`config.mk`:
```
export PLATFORM = sky130hd
export DESIGN_NAME = mfpin_mux
export DESIGN_NICKNAME = d
export VERILOG_FILES = /design/src/rtl/mfpin_pkg.sv /design/src/rtl/mfpin_cfg_regs.sv /design/src/rtl/mfpin_clkdiv.sv /design/src/rtl/mfpin_sync.sv /design/src/rtl/mfpin_out_sel.sv /design/src/rtl/mfpin_ctl_arb.sv /design/src/rtl/mfpin_mux.sv
export SDC_FILE = /design/constraint.sdc
export NUM_CORES = 1
export LEC_CHECK = 0
export BUFFER_PORTS_ARGS = -buffer_cell sky130_fd_sc_hd__buf_2
export CORE_MARGIN = 2
export CORE_UTILIZATION = 55
export DETAILED_ROUTE_END_ITERATION = 12
export PLACE_DENSITY = 0.74
export SLEW_MARGIN = 25
export SYNTH_ARGS = -nofsm -noshare
export SYNTH_HDL_FRONTEND = slang
export SYNTH_HIERARCHICAL = 1
export SYNTH_SLANG_ARGS = --single-unit
```
`constraint.sdc`:
```
create_clock -name clk -period 6.4 [get_ports clk]
set_clock_uncertainty 0.05 [all_clocks]
set_input_delay 1.28 -clock clk [delete_from_list [all_inputs] [get_ports clk]]
set_output_delay 1.28 -clock clk [all_outputs]
set_load 0.05 [all_outputs]
```
`src/rtl/mfpin_pkg.sv`:
```
package mfpin_pkg;

   localparam int CFG_W     = 8;
   localparam int CODE_W    = 7;

   // status vector layout
   localparam int N_LOOP_ST = 11;
   localparam int N_REF     = 4;
   localparam int ST_FAULT  = N_LOOP_ST;
   localparam int ST_VALID  = ST_FAULT + N_REF;
   localparam int ST_ACTV   = ST_VALID + N_REF;
   localparam int NSTAT     = ST_ACTV + N_REF;

   // control vector layout
   localparam int N_GEN_IN  = 5;
   localparam int N_LOOP_IN = 5;
   localparam int CT_LOOP   = N_GEN_IN;
   localparam int CT_MON    = CT_LOOP + N_LOOP_IN;
   localparam int CT_VTO    = CT_MON + N_REF;
   localparam int CT_EN0    = CT_VTO + N_REF;
   localparam int CT_EN1    = CT_EN0 + 1;
   localparam int CT_SYNC   = CT_EN1 + 1;
   localparam int NCTL      = CT_SYNC + 1;

   // code anchors shared by the input and output maps
   localparam int C_BANK1   = 16;
   localparam int C_BANK2   = 32;
   localparam int C_BANK3   = 48;
   localparam int C_BANK4   = 64;
   localparam int C_EN_BOTH = 68;
   localparam int C_SYNC    = 69;

   typedef logic [CFG_W-1:0] cfg_t;

   function automatic logic [NCTL-1:0] in_target(input logic [CODE_W-1:0] code);
      logic [NCTL-1:0] one;
      logic [NCTL-1:0] m;
      int c;
      one = NCTL'(1);
      m   = '0;
      c   = int'(code);
      if (c >= 1 && c <= N_GEN_IN)
         m = one << (c - 1);
      else if (c >= C_BANK1 && c < C_BANK1 + N_LOOP_IN)
         m = one << (CT_LOOP + c - C_BANK1);
      else if (c >= C_BANK2 && c < C_BANK2 + N_REF)
         m = one << (CT_MON + c - C_BANK2);
      else if (c >= C_BANK3 && c < C_BANK3 + N_REF)
         m = one << (CT_VTO + c - C_BANK3);
      else if (c == C_BANK4)
         m = one << CT_EN0;
      else if (c == C_BANK4 + 1)
         m = one << CT_EN1;
      else if (c == C_EN_BOTH)
         m = (one << CT_EN0) | (one << CT_EN1);
      else if (c == C_SYNC)
         m = one << CT_SYNC;
      return m;
   endfunction

endpackage

```
`src/rtl/mfpin_cfg_regs.sv`:
```
module mfpin_cfg_regs
   import mfpin_pkg::*;
#(
   parameter int NPINS  = 8,
   parameter int ADDR_W = 3
) (
   input  logic                    clk,
   input  logic                    rst_n,
   input  logic                    we,
   input  logic [ADDR_W-1:0]       addr,
   input  logic [CFG_W-1:0]        wdata,
   output logic [CFG_W-1:0]        rdata,
   output logic [NPINS*CFG_W-1:0]  cfg_flat
);

   cfg_t regs [NPINS];

   always_ff @(posedge clk or negedge rst_n) begin
      if (!rst_n) begin
         for (int i = 0; i < NPINS; i++) regs[i] <= '0;
      end else if (we && (int'(addr) < NPINS)) begin
         regs[addr] <= wdata;
      end
   end

   always_comb begin
      rdata = '0;
      if (int'(addr) < NPINS) rdata = regs[addr];
   end

   for (genvar g = 0; g < NPINS; g++) begin : g_flat
      assign cfg_flat[g*CFG_W +: CFG_W] = regs[g];
   end

endmodule

```
`src/rtl/mfpin_clkdiv.sv`:
```
module mfpin_clkdiv #(
   parameter int LOG2_DIV = 5
) (
   input  logic clk,
   input  logic rst_n,
   output logic div_q
);

   logic [LOG2_DIV-1:0] cnt;

   always_ff @(posedge clk or negedge rst_n) begin
      if (!rst_n) cnt <= '0;
      else        cnt <= cnt + 1'b1;
   end

   assign div_q = cnt[LOG2_DIV-1];

endmodule

```
`src/rtl/mfpin_sync.sv`:
```
module mfpin_sync #(
   parameter int WIDTH  = 8,
   parameter int STAGES = 2
) (
   input  logic             clk,
   input  logic             rst_n,
   input  logic [WIDTH-1:0] d,
   output logic [WIDTH-1:0] q
);

   logic [WIDTH-1:0] stage [STAGES];

   always_ff @(posedge clk or negedge rst_n) begin
      if (!rst_n) begin
         for (int s = 0; s < STAGES; s++) stage[s] <= '0;
      end else begin
         stage[0] <= d;
         for (int s = 1; s < STAGES; s++) stage[s] <= stage[s-1];
      end
   end

   assign q = stage[STAGES-1];

endmodule

```
`src/rtl/mfpin_out_sel.sv`:
```
module mfpin_out_sel
   import mfpin_pkg::*;
#(
   parameter int NPINS = 8
) (
   input  logic [NPINS*CFG_W-1:0] cfg_flat,
   input  logic [NSTAT-1:0]       status_in,
   input  logic                   div_q,
   output logic [NPINS-1:0]       pin_out,
   output logic [NPINS-1:0]       pin_oe
);

   for (genvar g = 0; g < NPINS; g++) begin : g_pin
      cfg_t            cfg;
      int              c;
      logic [NSTAT-1:0] sh;
      logic            v;

      assign cfg = cfg_flat[g*CFG_W +: CFG_W];
      assign pin_oe[g] = cfg[CFG_W-1];

      always_comb begin
         c  = int'(cfg[CODE_W-1:0]);
         sh = '0;
         v  = 1'b0;
         if (c == 1)
            v = 1'b1;
         else if (c == 2)
            v = div_q;
         else if (c >= C_BANK1 && c < C_BANK1 + N_LOOP_ST) begin
            sh = status_in >> (c - C_BANK1);
            v  = sh[0];
         end else if (c >= C_BANK2 && c < C_BANK2 + N_REF) begin
            sh = status_in >> (ST_FAULT + c - C_BANK2);
            v  = sh[0];
         end else if (c >= C_BANK3 && c < C_BANK3 + N_REF) begin
            sh = status_in >> (ST_VALID + c - C_BANK3);
            v  = sh[0];
         end else if (c >= C_BANK4 && c < C_BANK4 + N_REF) begin
            sh = status_in >> (ST_ACTV + c - C_BANK4);
            v  = sh[0];
         end
         pin_out[g] = cfg[CFG_W-1] & v;
      end
   end

endmodule

```
`src/rtl/mfpin_ctl_arb.sv`:
```
module mfpin_ctl_arb
   import mfpin_pkg::*;
#(
   parameter int NPINS = 8
) (
   input  logic [NPINS*CFG_W-1:0] cfg_flat,
   input  logic [NPINS-1:0]       pin_sync,
   output logic [NCTL-1:0]        ctl_out
);

   logic [NCTL-1:0] tgt [NPINS];

   for (genvar g = 0; g < NPINS; g++) begin : g_tgt
      cfg_t cfg;
      assign cfg = cfg_flat[g*CFG_W +: CFG_W];
      always_comb begin
         tgt[g] = '0;
         if (!cfg[CFG_W-1]) tgt[g] = in_target(cfg[CODE_W-1:0]);
      end
   end

   // lowest index wins: scan from the top, later hits overwrite
   for (genvar k = 0; k < NCTL; k++) begin : g_ctl
      always_comb begin
         ctl_out[k] = 1'b0;
         for (int p = NPINS - 1; p >= 0; p--) begin
            if (tgt[p][k]) ctl_out[k] = pin_sync[p];
         end
      end
   end

endmodule

```
`src/rtl/mfpin_mux.sv`:
```
module mfpin_mux
   import mfpin_pkg::*;
#(
   parameter int NPINS     = 8,
   parameter int ADDR_W    = 3,
   parameter int SYNC_LEN  = 2,
   parameter int LOG2_DIV  = 5
) (
   input  logic                clk,
   input  logic                rst_n,
   input  logic                cfg_we,
   input  logic [ADDR_W-1:0]   cfg_addr,
   input  logic [7:0]          cfg_wdata,
   output logic [7:0]          cfg_rdata,
   input  logic [NSTAT-1:0]    status_in,
   output logic [NCTL-1:0]     ctl_out,
   input  logic [NPINS-1:0]    pin_in,
   output logic [NPINS-1:0]    pin_out,
   output logic [NPINS-1:0]    pin_oe
);

   localparam int CFG_BITS = NPINS * CFG_W;

   if (NPINS < 1 || NPINS > (1 << ADDR_W)) begin : g_bad_npins
      $error("mfpin_mux: NPINS must fit in the address space");
   end
   if (SYNC_LEN < 2) begin : g_bad_sync
      $error("mfpin_mux: SYNC_LEN must be at least 2");
   end
   if (LOG2_DIV < 1) begin : g_bad_div
      $error("mfpin_mux: LOG2_DIV must be at least 1");
   end
   if (CFG_W != 8 || CODE_W != 7) begin : g_bad_cfg
      $error("mfpin_mux: register layout must be 1 + 7 bits");
   end

   logic [CFG_BITS-1:0] cfg_flat;
   logic [NPINS-1:0]    pin_sync;
   logic                div_q;

   mfpin_cfg_regs #(.NPINS(NPINS), .ADDR_W(ADDR_W)) u_regs (
      .clk      (clk),
      .rst_n    (rst_n),
      .we       (cfg_we),
      .addr     (cfg_addr),
      .wdata    (cfg_wdata),
      .rdata    (cfg_rdata),
      .cfg_flat (cfg_flat)
   );

   mfpin_clkdiv #(.LOG2_DIV(LOG2_DIV)) u_div (
      .clk   (clk),
      .rst_n (rst_n),
      .div_q (div_q)
   );

   mfpin_sync #(.WIDTH(NPINS), .STAGES(SYNC_LEN)) u_sync (
      .clk   (clk),
      .rst_n (rst_n),
      .d     (pin_in),
      .q     (pin_sync)
   );

   mfpin_out_sel #(.NPINS(NPINS)) u_out (
      .cfg_flat  (cfg_flat),
      .status_in (status_in),
      .div_q     (div_q),
      .pin_out   (pin_out),
      .pin_oe    (pin_oe)
   );

   mfpin_ctl_arb #(.NPINS(NPINS)) u_arb (
      .cfg_flat (cfg_flat),
      .pin_sync (pin_sync),
      .ctl_out  (ctl_out)
   );

endmodule

```
# Word-level counts from Yosys, hierarchy flattened
# Cells that the tools add are included.
dict set report word_totals {
  register_bits 85
  input_bits 45
  word_cells 678
}
dict set report op_classes {
  addsub 113
  n_lt_le_gt_ge 90
  eq_ne 48
  shifts 64
  n_mux 294
  bitwise_logic 9
  n_reduce_logical 49
}
# op n
set op_table {}
lappend op_table {{2-to-1 mux 21 bit} 72}
lappend op_table {{<< shifter 1 x 32 -> 21 bit, first input constant} 32}
lappend op_table {{>> shifter 23 x 32 -> 1 bit} 32}
lappend op_table {{subtractor 32 x 7 -> 32 bit, second input constant} 32}
lappend op_table {{adder 4 x 7 -> 8 bit, first input constant} 32}
lappend op_table {{subtractor 32 x 6 -> 32 bit, second input constant} 8}
lappend op_table {{subtractor 32 x 8 -> 32 bit, second input constant} 8}
lappend op_table {{equality test 7 bit, second input constant} 32}
lappend op_table {{2-to-1 mux 1 bit} 216}
lappend op_table {{greater-or-equal comparator 7 x 6 -> 1 bit, second input constant} 16}
lappend op_table {{less-than comparator 7 x 5 -> 1 bit, second input constant} 16}
lappend op_table {{less-than comparator 7 x 6 -> 1 bit, second input constant} 16}
lappend op_table {{adder 3 x 7 -> 8 bit, first input constant} 8}
lappend op_table {{adder 5 x 7 -> 8 bit, first input constant} 8}
lappend op_table {{bitwise mux 64 bit} 1}
lappend op_table {{subtractor 7 x 1 -> 8 bit, second input constant} 8}
lappend op_table {{subtractor 7 x 5 -> 8 bit, second input constant} 8}
lappend op_table {{equality test 7 x 2 -> 1 bit, second input constant} 8}
lappend op_table {{equality test 7 x 3 -> 1 bit, second input constant} 8}
lappend op_table {{greater-or-equal comparator 7 x 1 -> 1 bit, second input constant} 8}
lappend op_table {{greater-or-equal comparator 7 x 5 -> 1 bit, second input constant} 8}
lappend op_table {{greater-or-equal comparator 7 bit, second input constant} 8}
lappend op_table {{<= comparator 7 x 3 -> 1 bit, second input constant} 8}
lappend op_table {{less-than comparator 7 bit, second input constant} 8}
lappend op_table {{9 further kinds} 66}

# Logic depth before layout (Yosys ltp)
dict set report logic_depth {
  word_depth 18
  mapped_depth 14
  mapped_depth_nobuf 11
}

# Modules after synthesis
# The synthesis kept the hierarchy.
# module n_inst cells_per_inst area_each_um2 seq_area_each_um2
set modules_own_cells {}
lappend modules_own_cells {mfpin_ctl_arb 1 1434 8929.8 0.0}
lappend modules_own_cells {mfpin_out_sel 1 657 5662.9 0.0}
lappend modules_own_cells {mfpin_cfg_regs 1 213 3012.9 1601.5}
lappend modules_own_cells {mfpin_sync 1 24 460.4 400.4}
lappend modules_own_cells {mfpin_clkdiv 1 12 177.7 125.1}

# Worst setup path before layout
# Ideal clock, no wire load.
dict set report synth_path {
  kind {flip-flop to output port}
  from {reg u_regs.regs, in the netlist u_regs/cfg_flat[32]}
  to {out ctl_out[5]}
  arrival_time_ns 4.742
  required_ns 5.070
  path_slack_ns 0.328
  path_stages_with_launch 13
  path_cell_list {dfrtp_1 -> clkbuf_1 -> clkinv_1 -> clkbuf_1 -> ha_1 -> nand2b_1 -> a21oi_1 -> or4_4 -> nor4_2 -> a211oi_1 -> nor3_1 -> a2111oi_0 -> o41ai_1}
}
dict set report synth_between {
  elab_chain_len 14
}
# element line
set synth_rtl {}
lappend synth_rtl {{start, declared} mfpin_cfg_regs.sv:16} ;# cfg_t regs [NPINS];
lappend synth_rtl {{start signal, assigned by index} mfpin_cfg_regs.sv:22} ;# regs[addr] <= wdata;
lappend synth_rtl {{parallel branches: the longest is 7 deep, another holds subtractor 32 x 7 -> 32 bit} -}
lappend synth_rtl {{2-to-1 mux 21 bit (*)} mfpin_pkg.sv:42} ;# if (c >= 1 && c <= N_GEN_IN)
lappend synth_rtl {{2-to-1 mux 21 bit (*)} mfpin_ctl_arb.sv:18} ;# if (!cfg[CFG_W-1]) tgt[g] = in_target(cfg[CODE_W-1:0]);
lappend synth_rtl {{2-to-1 mux 1 bit (*) (5 in a row)} mfpin_ctl_arb.sv:27} ;# if (tgt[p][k]) ctl_out[k] = pin_sync[p];
lappend synth_rtl {{end, declared} mfpin_mux.sv:16} ;# output logic [NCTL-1:0] ctl_out,
# Mark *: on every way between the ends.

# Worst setup path in the final report
dict set report layout_path {
  from {reg u_regs.regs, in the netlist u_regs/cfg_flat[58]}
  to {out ctl_out[2]}
}
dict set report layout_between {
  elab_chain_len 17
}
# element line
set layout_rtl {}
lappend layout_rtl {{parallel branches: the longest is 7 deep, another holds subtractor 32 x 7 -> 32 bit} -}
lappend layout_rtl {{2-to-1 mux 21 bit (*)} mfpin_pkg.sv:42}
lappend layout_rtl {{2-to-1 mux 21 bit (*)} mfpin_ctl_arb.sv:18}
lappend layout_rtl {{2-to-1 mux 1 bit (*) (8 in a row)} mfpin_ctl_arb.sv:27}
# Marks and branches as above.

==> flow_metrics.tcl <==
set metrics [dict create \
    drc 0 \
    dieArea_sq_mm 0.03464 \
    syn2layout_area_growth_pct 3.991 \
    max-cap-violations 0 \
    grt_max_degree 53 \
    synth.mux.area_fraction_pct 19.01 \
    avgSynthCellArea_sq_um 7.796 \
    cts_sinks 85 \
    synth-simple-area-share_pct 28.48 \
    drtPass1Iterations 6 \
    syn_nets 2533 \
    ant_nets 0 \
    min_path_type "reg -> reg" \
    wirelength_mm 70.25 \
    clk_pin_slew_ns 0.07 \
    critical_path_buf_inv_count 2 \
    antenna_found_initial 1 \
    power_leakage_nw 7.261 \
    ys_top_cells_by_area "dfrtp_1 12%, ha_1 10%, mux4_2 8.6%, mux2_2 6.6%, nand2_1 4.2%" \
    power_mw 5.235 \
    initial_core_util_pct 55.93 \
    chipHeight_microns 186.1 \
    cts_setup_buffers 0 \
    drt-wirelength-per-cell_microns 25.52 \
    setup_viol 0 \
    crit_type "reg -> out" \
    drt-vias-per-instance 7.240 \
    ys_ff_latch 85 \
    hold_buffers 0 \
    track_usage_pct 40.17 \
    crit_path_max_incr_delay_ns 0.92 \
    timing.slew.headroom_pct 33.50 \
    ctsHtreeMaxLevel 3 \
    slowest_stage "dfrtp_1" \
    crit_required_ns 5.07 \
    core_area_sq_mm 0.03262 \
    layout_min_cycle_time_ns 5.971 \
    cts.repair.resized 0 \
    synth_compound_area_share_pct 21.02 \
    yosys.area.top_type_share_pct 11.66 \
    grt_pass1_vias 17814 \
    vias 19933 \
    grt_first_pass_wirelength_mm 106.8 \
    rows 66 \
    rsz0062_at_grt "no" \
    drive_above_1_share_pct 16.56 \
    clk_latency_ns 0.37 \
    cts_buffer_depth 2 \
    status "finished clean" \
    crit_fanout 25 \
    critPathTopFamily "compound AO/OA/AOI/OAI gates" \
    netlist_area_sq_mm 0.01824 \
    gr-total-overflow 0 \
    yosys.area.top_type "dfrtp_1" \
    synthXorXnorAreaFrac_pct 3.072 \
    final_cell_mix "206 x nand2_1, 202 x nor2_1, 148 x ha_1, 127 x a21oi_1, 107 x mux2_2" \
    yosys_warnings 6 \
    worst_ep_arrival_time_ns 4.64 \
    min_from "u_sync/stage[10]" \
    cts_tree "yes" \
    final_util_pct 58.16 \
    synthFlopType "dfrtp_1" \
    synth_fa_ha_area_share_pct 10.15 \
    drv_slew 0 \
    ios 90 \
    dp.final_hpwl_mm 52.32 \
    port_buffers 89 \
    cts-root-buf "clkbuf_16" \
    ys_seq_area_share_pct 11.66 \
    worstSetupStartpointType "flip-flop" \
    synth_edf_count 0 \
    tightest_slew_ns 0.9975 \
    hold_viol_final 0 \
    synth_top_family_by_area "simple AND/OR/NAND/NOR gates" \
    nets 2495 \
    drt_iter0_drc 3016 \
    layout_commonest_cell "nand2_1" \
    cellPowerDensity_mw_per_mm2 275.9 \
    vdd_ir_drop_max_v 0.0002881 \
    ys_types 100 \
    rr_startpoint "u_regs/cfg_flat[56]" \
    synth_cells 2340 \
    ys_async_sr_fraction_pct 100.0 \
    dieWidth_microns 186.1 \
    tns_ns 0 \
    worstPathCellList "inv_1, ha_1, a21boi_0, a2111oi_0, nor4b_1, nand2_1, a21oi_1, mux2_2, mux2i_1, o21ai_0, a31o_2, buf_2" \
    endpoint_kind "output pin" \
    numCtsBuffers 9 \
    globalplace.congestion 1.053 \
    startpoint "u_regs/cfg_flat[58]" \
    period_share_pct 93.30 \
    max_freq_mhz 167.5 \
]
-- final cells by class --
cell class	count	area, sq um
timing repair buffer	125	718.2
sequential	85	2127
multi-input combinational	1986	14910
clock buffer	9	225.2
tap	442	553.0
inverter	95	356.6
clock inverter	7	70.07
antenna	4	10.01
fill	3030	13650
-- cells by family after synthesis --
family	Yosys count
simple gates	975
compound gates	560
buf+inv	269
mux	239
fa+ha+maj	148
flops	85
xor+xnor	64
-- cells in the mapped netlist, types with 17 or more instances --
| master | count |
|---|---|
| a221oi_1 | 17 |
| a211oi_1 | 31 |
| nand2b_1 | 28 |
| nor3_1 | 96 |
| o31ai_1 | 19 |
| a21oi_1 | 127 |
| inv_1 | 88 |
| dfrtp_1 | 85 |
| mux2_2 | 107 |
| o211ai_1 | 21 |
| nand4_1 | 47 |
| nor2_1 | 202 |
| a21o_1 | 19 |
| nor4_1 | 42 |
| buf_4 | 19 |
| nand3b_1 | 21 |
| a22oi_1 | 35 |
| o22ai_1 | 23 |
| nor3b_1 | 23 |
| xor2_1 | 26 |
| nor4b_1 | 23 |
| buf_2 | 34 |
| ha_1 | 148 |
| mux2i_1 | 57 |
| xnor2_1 | 38 |
| mux4_2 | 70 |
| nor2b_1 | 40 |
| a31oi_1 | 38 |
| clkbuf_1 | 105 |
| nand3_1 | 101 |
| nand2_1 | 206 |
| and3_1 | 24 |
| o21ai_0 | 84 |
-- sequential cells by signal, indices dropped and copies added, names as in the netlist --
name             count
u_regs/cfg_flat     64
u_sync/q             8
u_div/cnt            5
u_sync/stage         8
-- routing by layer --
| layer | wire length, microns | up-vias | part of all wire, % | track usage, % |
|---|---|---|---|---|
| met5 | 0 | - | 0 | 0 |
| met3 | 7938 | 195 | 11 | 7.689 |
| li1 | - | 8808 | - | - |
| met4 | 3053 | 0 | 4.3 | 15.78 |
| met1 | 28880 | 9553 | 41 | 56.50 |
| met2 | 30380 | 1377 | 43 | 60.68 |
-- path summary, 6_finish.rpt --
| kind | endpoint | slack, ns | cells past startpoint |
|---|---|---|---|
| max | ctl_out[2] | 0.43 | 12 |
| min | u_sync/q[2] | 0.30 | 0 |
| max reg2reg | u_regs/cfg_flat[56] | 4.93 | 2 |
| min reg2reg | u_sync/q[2] | 0.30 | 0 |
| max in group asynchronous | u_regs/cfg_flat[39] | 4.39 | 2 |
| min in group asynchronous | u_sync/q[3] | 0.91 | 1 |
-- metrics by stage --
stage	setup WS (ns)	instance area, sq um	cells	hold slack, ns
global placement	1.002	18670	2733	0.2817
detailed placement	0.9398	18670	2733	0.2886
CTS	0.5041	18960	2749	0.3074
finish	0.4287	18970	2753	0.3021
global route	0.1049	18960	2750	0.3142
floorplan	0.3285	18240	2340	0.2812
-- power breakdown --
| part | switching, mW | internal [mW] |
|---|---|---|
| clock | 0.288 | 0.274 |
| sequential | 0.436 | 0.623 |
| combinational | 2.27 | 1.35 |
| total | 2.99 | 2.24 |
Power figures use the tool's default switching activity.
